$ cat config.mk
export PLATFORM = sky130hd
export DESIGN_NAME = freq_gate_counter
export DESIGN_NICKNAME = d
export VERILOG_FILES = /design/src/rtl/fgc_pkg.sv /design/src/rtl/fgc_src_sync.sv /design/src/rtl/fgc_prescaler.sv /design/src/rtl/fgc_counter.sv /design/src/rtl/freq_gate_counter.sv
export SDC_FILE = /design/constraint.sdc
export NUM_CORES = 1
export LEC_CHECK = 0
export ABC_AREA = 1
export BUFFER_PORTS_ARGS = -buffer_cell sky130_fd_sc_hd__buf_2
export CAP_MARGIN = 20
export CORE_MARGIN = 2
export CORE_UTILIZATION = 60
export CTS_BUF_LIST = sky130_fd_sc_hd__clkbuf_4
export CTS_CLUSTER_SIZE = 40
export DETAILED_ROUTE_END_ITERATION = 8
export GPL_TIMING_DRIVEN = 0
export PLACE_DENSITY = 0.9
export SYNTH_ARGS = -nofsm -noshare
export SYNTH_HDL_FRONTEND = slang
export SYNTH_SLANG_ARGS = --single-unit
$ cat constraint.sdc
create_clock -name clk_i -period 6.3 [get_ports clk_i]
set_clock_uncertainty 0.1 [all_clocks]
set_input_delay 1.26 -clock clk_i [delete_from_list [all_inputs] [get_ports clk_i]]
set_output_delay 1.26 -clock clk_i [all_outputs]
set_load 0.02 [all_outputs]
$ cat src/rtl/fgc_pkg.sv
package fgc_pkg;
  localparam int ADDR_W = 5;

  localparam logic [ADDR_W-1:0] A_SRC  = 5'h02;
  localparam logic [ADDR_W-1:0] A_CTRL = 5'h06;
  localparam logic [ADDR_W-1:0] A_CLO  = 5'h0A;
  localparam logic [ADDR_W-1:0] A_CHI  = 5'h0B;
  localparam logic [ADDR_W-1:0] A_MEAS = 5'h12;

  localparam int NSRC   = 3;
  localparam int CODE_W = 3;
  localparam int PRE_W  = 15;

  typedef struct packed {
    logic              clr;
    logic [CODE_W-1:0] code;
    logic              swap;
    logic              en;
    logic              csel;
    logic              set;
  } ctrl_t;
endpackage

$ cat src/rtl/fgc_src_sync.sv
module fgc_src_sync
  import fgc_pkg::*;
(
  input  logic            clk_i,
  input  logic            rst_ni,
  input  logic [NSRC-1:0] src_i,
  input  logic [NSRC-1:0] sel_i,
  output logic            edge_o
);
  logic raw;
  logic [2:0] sh_q;

  // mux only for an exactly one-hot selection
  always_comb begin
    raw = 1'b0;
    if ($countones(sel_i) == 1) raw = |(src_i & sel_i);
  end

  always_ff @(posedge clk_i or negedge rst_ni) begin
    if (!rst_ni) sh_q <= '0;
    else         sh_q <= {sh_q[1:0], raw};
  end

  assign edge_o = sh_q[1] & ~sh_q[2];

  p_edge_single_r4: assert property (@(posedge clk_i) disable iff (!rst_ni)
    edge_o |=> !edge_o);
endmodule

$ cat src/rtl/fgc_prescaler.sv
module fgc_prescaler
  import fgc_pkg::*;
(
  input  logic              clk_i,
  input  logic              rst_ni,
  input  logic              edge_i,
  input  logic              run_i,
  input  logic              clr_i,
  input  logic [CODE_W-1:0] code_i,
  output logic              tick_o
);
  logic [PRE_W-1:0] pre_q;
  logic [PRE_W-1:0] lim;
  logic             wrap;

  assign lim  = PRE_W'((32'd1 << (2 * int'(code_i) + 1)) - 32'd1);
  assign wrap = pre_q >= lim;

  always_ff @(posedge clk_i or negedge rst_ni) begin
    if (!rst_ni)                pre_q <= '0;
    else if (clr_i)             pre_q <= '0;
    else if (run_i && edge_i)   pre_q <= wrap ? '0 : pre_q + 1'b1;
  end

  assign tick_o = run_i & edge_i & wrap;

  p_pre_hold_r5: assert property (@(posedge clk_i) disable iff (!rst_ni)
    (!run_i && !clr_i) |=> $stable(pre_q));
  p_pre_clear_r6: assert property (@(posedge clk_i) disable iff (!rst_ni)
    clr_i |=> pre_q == '0);
endmodule

$ cat src/rtl/fgc_counter.sv
module fgc_counter #(
  parameter int CNT_W = 16
) (
  input  logic             clk_i,
  input  logic             rst_ni,
  input  logic             tick_i,
  input  logic             clr_i,
  output logic [CNT_W-1:0] cnt_o
);
  localparam logic [CNT_W-1:0] CNT_MAX = '1;

  logic [CNT_W-1:0] cnt_q;

  always_ff @(posedge clk_i or negedge rst_ni) begin
    if (!rst_ni)                          cnt_q <= '0;
    else if (clr_i)                       cnt_q <= '0;
    else if (tick_i && cnt_q != CNT_MAX)  cnt_q <= cnt_q + 1'b1;
  end

  assign cnt_o = cnt_q;

  p_no_wrap_r9: assert property (@(posedge clk_i) disable iff (!rst_ni)
    (cnt_q == CNT_MAX && !clr_i) |=> cnt_q == CNT_MAX);
  p_clear_r6: assert property (@(posedge clk_i) disable iff (!rst_ni)
    clr_i |=> cnt_q == '0);
  p_unit_step_r4: assert property (@(posedge clk_i) disable iff (!rst_ni)
    !clr_i |=> (cnt_q == $past(cnt_q) || cnt_q == $past(cnt_q) + 1'b1));
endmodule

$ cat src/rtl/freq_gate_counter.sv
module freq_gate_counter
  import fgc_pkg::*;
#(
  parameter int CNT_W = 16
) (
  input  logic              clk_i,
  input  logic              rst_ni,
  input  logic              src_if_i,
  input  logic              src_rf_i,
  input  logic              src_sd_i,
  input  logic              wr_en_i,
  input  logic [ADDR_W-1:0] addr_i,
  input  logic [7:0]        wdata_i,
  output logic [7:0]        rdata_o
);
  logic [NSRC-1:0] sel_q;
  ctrl_t           ctrl_q;
  logic            meas_q;
  logic            edge_s;
  logic            tick_s;
  logic            run;
  logic [CNT_W-1:0] cnt;
  logic [15:0]      cnt16;

  always_ff @(posedge clk_i or negedge rst_ni) begin
    if (!rst_ni) begin
      sel_q  <= '0;
      ctrl_q <= '0;
      meas_q <= 1'b0;
    end else if (wr_en_i) begin
      case (addr_i)
        A_SRC:   sel_q  <= wdata_i[NSRC-1:0];
        A_CTRL:  ctrl_q <= ctrl_t'(wdata_i);
        A_MEAS:  meas_q <= wdata_i[7];
        default: ;
      endcase
    end
  end

  assign run = ctrl_q.en & ~ctrl_q.csel & meas_q;

  fgc_src_sync u_sync (
    .clk_i  (clk_i),
    .rst_ni (rst_ni),
    .src_i  ({src_sd_i, src_rf_i, src_if_i}),
    .sel_i  (sel_q),
    .edge_o (edge_s)
  );

  fgc_prescaler u_pre (
    .clk_i  (clk_i),
    .rst_ni (rst_ni),
    .edge_i (edge_s),
    .run_i  (run),
    .clr_i  (ctrl_q.clr),
    .code_i (ctrl_q.code),
    .tick_o (tick_s)
  );

  fgc_counter #(.CNT_W(CNT_W)) u_cnt (
    .clk_i  (clk_i),
    .rst_ni (rst_ni),
    .tick_i (tick_s),
    .clr_i  (ctrl_q.clr),
    .cnt_o  (cnt)
  );

  assign cnt16 = 16'(cnt);

  always_comb begin
    case (addr_i)
      A_SRC:   rdata_o = {5'b0, sel_q};
      A_CTRL:  rdata_o = ctrl_q;
      A_CLO:   rdata_o = cnt16[7:0];
      A_CHI:   rdata_o = cnt16[15:8];
      A_MEAS:  rdata_o = {meas_q, 7'b0};
      default: rdata_o = 8'h00;
    endcase
  end

  p_meas_gate_r7: assert property (@(posedge clk_i) disable iff (!rst_ni)
    (!meas_q && !ctrl_q.clr) |=> $stable(cnt));
  p_csel_gate_r8: assert property (@(posedge clk_i) disable iff (!rst_ni)
    (ctrl_q.csel && !ctrl_q.clr) |=> $stable(cnt));
  p_hold_r5: assert property (@(posedge clk_i) disable iff (!rst_ni)
    (!ctrl_q.en && !ctrl_q.clr) |=> $stable(cnt));
  p_bad_sel_r3: assert property (@(posedge clk_i) disable iff (!rst_ni)
    ($countones(sel_q) != 1 && $past($countones(sel_q) != 1)
     && $past($countones(sel_q) != 1, 2)) |-> !edge_s);
endmodule

== Word level (Yosys, flattened, before mapping) ==
Cells that the tools add are included.
Widths: inputs -> output; s select.

* Flip-flop bits (word level): 46
* Bits of input ports: 19
* Output and inout bits: 8
* Logic and storage cells: 49

* $add $sub $neg: 6
* $lt $le $gt $ge: 1
* Eq/ne operators: 7
* Shifts and indexed selects: 1
* Mux-type cells: 7
* Bitwise gates (word level): 8
* Reductions and logical operators: 8

{| class="wikitable"
|+ Operators by type and width
! cell !! count
|-
| $mux 15 || 3
|-
| $pmux 8 s5 || 1
|-
| $add 32x1->32 || 1
|-
| $eq 32x2->1 const B || 1
|-
| $mux 16 || 2
|-
| $shl 1x32->15 const A || 1
|-
| $add 16x1->16 const B || 1
|-
| $ne 16x16->1 const B || 1
|-
| $add 15x1->15 const B || 1
|-
| $ge 15x15->1 || 1
|-
| $sub 15x1->15 const B || 1
|-
| $eq 5x4->1 const B || 2
|-
| $reduce_and 2->1 || 3
|-
| $add 4x1->5 const B || 1
|-
| $and 1x1->1 || 5
|-
| $eq 5x2->1 const B || 1
|-
| $eq 5x3->1 const B || 1
|-
| $eq 5x5->1 const B || 1
|-
| $reduce_bool 2->1 || 2
|-
| $and 3x3->3 || 1
|-
| $reduce_or 3->1 || 1
|-
| $add 1x1->2 || 1
|-
| $logic_and 1x1->1 || 2
|-
| $not 1->1 || 2
|-
| $mux 1 || 1
|}

== Logic depth before layout (Yosys ltp) ==
* Depth in word-level cells: 8
* Mapped depth: 24
* Depth with buffers taken out: 22

== Modules after synthesis ==
From an unflattened synthesis, not the netlist that was laid out.

* Cell total of the unflattened synthesis: 470
* Area, all modules: 3378.2 sq um

{| class="wikitable"
|+ Modules (own cells, without submodules)
! module !! times used !! cells an instance !! area an instance (sq um) !! seq. area each (sq um)
|-
| fgc_prescaler || 1 || 193 || 1380.1 || 375.4
|-
| fgc_counter || 1 || 144 || 1037.2 || 400.4
|-
| freq_gate_counter || 1 || 119 || 824.5 || 300.3
|-
| fgc_src_sync || 1 || 14 || 136.4 || 75.1
|}

== Least setup slack after synthesis ==
OpenSTA, ideal clock, no wires.

* Path kind: input -> output
* Start: in addr_i[3]
* End: out rdata_o[7]
* Arrival time: 2.137 ns
* Data required time: 4.940 ns
* Setup slack: 2.803 ns
* Cell stages on the path: 5
* Path buffers: 0
* Cells stage by stage: inv_1 -> nand2_1 -> nor2_1 -> nand3_1 -> o21ai_0

* Longest elaborated chain between the ends: 2
* Elaborated cells on any way between the ends: 6
* Classes of those cells: eq/ne: 5; mux: 1

{| class="wikitable"
|+ Ends and longest elaborated chain
! element !! RTL line !! RTL
|-
| start: declaration || freq_gate_counter.sv:12 || <nowiki>input logic [ADDR_W-1:0] addr_i,</nowiki>
|-
| $eq 5x5->1, or another cell as far along || freq_gate_counter.sv:71 || <nowiki>case (addr_i)</nowiki>
|-
| $pmux 8 s5 (*) || freq_gate_counter.sv:71 ||
|-
| end: declaration || freq_gate_counter.sv:14 || <nowiki>output logic [7:0] rdata_o</nowiki>
|}

Every way passes the cells marked *; elsewhere a longest branch is shown, timed or not.

== Final worst setup path ==
* Start: in addr_i[3]
* End: out rdata_o[4]

Same word-level chain as after synthesis.

==> reports/metrics.yaml <==
run_status:
  outcome: "finished clean"
timing:
  hold_viol_final: 0
  setup_viol: 0
  timing.final.crit_period_ns: 3.87
  max_freq_mhz: 258
  fin_tns_setup_ns: 0
  max_slew_margin: 0.598
  slew_violations: 0
  rsz0062_at_grt: "false"
  finalCritPeriodShare: 0.614
  tightest_slew_ns: 0.598
  setup_ws_ns: 2.43
floorplan:
  die_h_microns: 77.0
  core_area_sq_um: 5140
  die_area_sq_um: 5930
  initial_utilization: 0.622
  die_x_microns: 77.0
  pin_count: 27
  rows: 26
logic_synthesis:
  synthCells: 463
  synthesis.nets: 503
  synth_fa_ha_area_frac: 0.0845
  syn-cell-area_sq_um: 3200
  synth_seq_cells: 46
  yosys.area_share.simple: 0.373
  synth_top_family_by_area: "simple AND/OR/NAND/NOR gates"
  synth-xor-area-share: 0.0192
  synth_compound_gate_area_share: 0.0833
  seq_area_frac_synth: 0.360
  yosys_warnings: 0
  synth_area_leader_cell: "dfrtp_1"
  synthMuxAreaShare: 0
  syn_avg_cell_area_sq_um: 6.91
  synth_top_area_share: 0.360
  synth_area_leaders: "dfrtp_1, nand2_1, nor2_1, ha_1, nand3_1"
  synth.distinct_cells: 27
drt:
  vias_per_cell: 5.53
  drc: 0
  dr.pass1.iters: 5
  wl_met1_microns: 3220
  ant_nets: 0
  routed-wl-met3_microns: 474
  num_vias: 3140
  drt_iter0_markers: 224
  wl_met2_microns: 3480
  avgRoutedWirePerCell_microns: 12.9
  top_layer: "met4"
  wirelength_microns: 7320
cells_and_area:
  final_cell_mix: "nand2_1, nor2_1, inv_1"
  multi_input_area_sq_um: 1790
  seq_area_sq_um: 1150
  area_growth_pct: 9.97
  layout_commonest_cell: "nand2_1"
  fin_nets: 537
  antenna_cells: 0
  final_area_sq_um: 3520
  fillers: 460
  drive_gt1_frac: 0.104
place:
  portBuffers: 26
  hpwl_microns: 5500
  gp_congestion: 0.990
  dpl-instance-area_sq_um: 3420
  pre_cts_ws_ns: 2.47
setup_path:
  startpoint_type: "primary input"
  critPathMaxFanout: 8
  critPathKind: "primary input to primary output"
  required_ns: 4.94
  end_kind: "primary output"
  critical_path_arrival_ns: 2.51
cts:
  cts_root_buf: "clkbuf_4"
  clk_latency_ns: 0.39
  htree_levels: 2
  ctsHoldBuffers: 0
  cts_buffers: 5
  cts_tree: "yes"
  cts_buffer_depth: 2
  cts_resized: 0
  cts_sinks: 46
  clk_pin_slew_ns: 0.15
  post_cts_buffers: 0
grt:
  grt_pass1_wl_microns: 12900
  first_global_vias: 2976
  grt_util_all_layers: 0.268
  overflow: 0
  grt_max_degree: 47
  antenna_found_initial: 0
power_and_ir_drop:
  power_per_cell_area_nw_per_um2: 202
  p_leak_nw: 1.88
  ir_drop_mv: 0.173
flow_run:
  cap_viol_max_count: 0
hold_path:
  hp-class: "register to register"
[kinds of logic (layout without fill, tap and decap cells)]
group / count (synthesis) / count (layout)
AOI/OAI and AO/OA: 47 / 47
and+or+nand+nor: 278 / 278
xor gates and xnor gates: 7 / 7
adders and majority gates: 21 / 21
buffers and inverters: 64 / 99
DFF: 46 / 46
[path summary, 6_finish.rpt]
path | from | endpoint | slack [ns] | depth (start not counted)
worst max-delay path | addr_i[3] | rdata_o[4] | 2.43 | 9
worst min-delay path | u_sync.sh_q[0] | u_sync.sh_q[1] | 0.27 | 0
worst max register to register | ctrl_q[4] | u_pre.pre_q[13] | 2.90 | 20
worst min register to register | u_sync.sh_q[0] | u_sync.sh_q[1] | 0.27 | 0
max in group asynchronous | rst_ni | u_cnt.cnt_o[10] | 4.93 | 2
min in group asynchronous | rst_ni | u_pre.pre_q[3] | 0.67 | 1
[synth_stat cells (all sizes together)]
cell,count
nor3,3
clkbuf,2
fa,1
nand2,141
o2111ai,2
inv,55
xor2,7
nand4,15
nor4,1
a21o,1
dfrtp,46
nor2,72
o221ai,4
ha,20
nand3,45
o21ai,22
nand3b,1
o21a,1
a21oi,17
buf,7
[power breakdown]
part / switching (mW) / leakage [nW] / internal, mW
Combinational: 0.112 / 1.21 / 0.0577
Sequential: 0.0297 / 0.622 / 0.322
Clock: 0.105 / 0.0456 / 0.0844
Total: 0.246 / 1.88 / 0.464
[state kept, by name, summed over array words and instances (netlist names)]
| signal | count |
|---|---|
| meas_q | 1 |
| u_sync.sh_q | 3 |
| ctrl_q | 8 |
| sel_q | 3 |
| u_cnt.cnt_o | 16 |
| u_pre.pre_q | 15 |
[metrics by stage]
stage | cells | utilization | power [mW] | hold slack (ns)
after floorplan | 463 | - | 0.469 | 0.231
after global placement | 559 | 0.665 | 0.515 | 0.236
after detailed placement | 559 | 0.665 | 0.523 | 0.239
after CTS | 567 | 0.681 | 0.708 | 0.271
after global routing | 568 | 0.685 | 0.756 | 0.286
final | 568 | 0.685 | 0.710 | 0.271
[final cells by class]
type	count	share of cell area
multi-input combinational	353	0.510
sequential	46	0.327
inverter	55	0.0587
timing repair buffer	27	0.0427
tap	70	0.0249
buffer	9	0.0139
clock inverter	3	0.0124
clock buffer	5	0.0107
[metal layers]
metal	global-route usage	vias to the layer above
li1	-	1575
met3	0.0376	17
met1	0.333	1412
met2	0.477	136
met5	0	-
met4	0.0893	0
[worst max-delay path, stage by stage]
cell and delay, ns:
buf_2 0.09, inv_1 0.06, nand2_1 0.06, nor2_1 0.16, nand3_1 0.20, inv_1 0.24, nand2_1 0.10, o221ai_1 0.12
buf_2 0.22
Note: power is estimated with default switching activity, not from simulation.
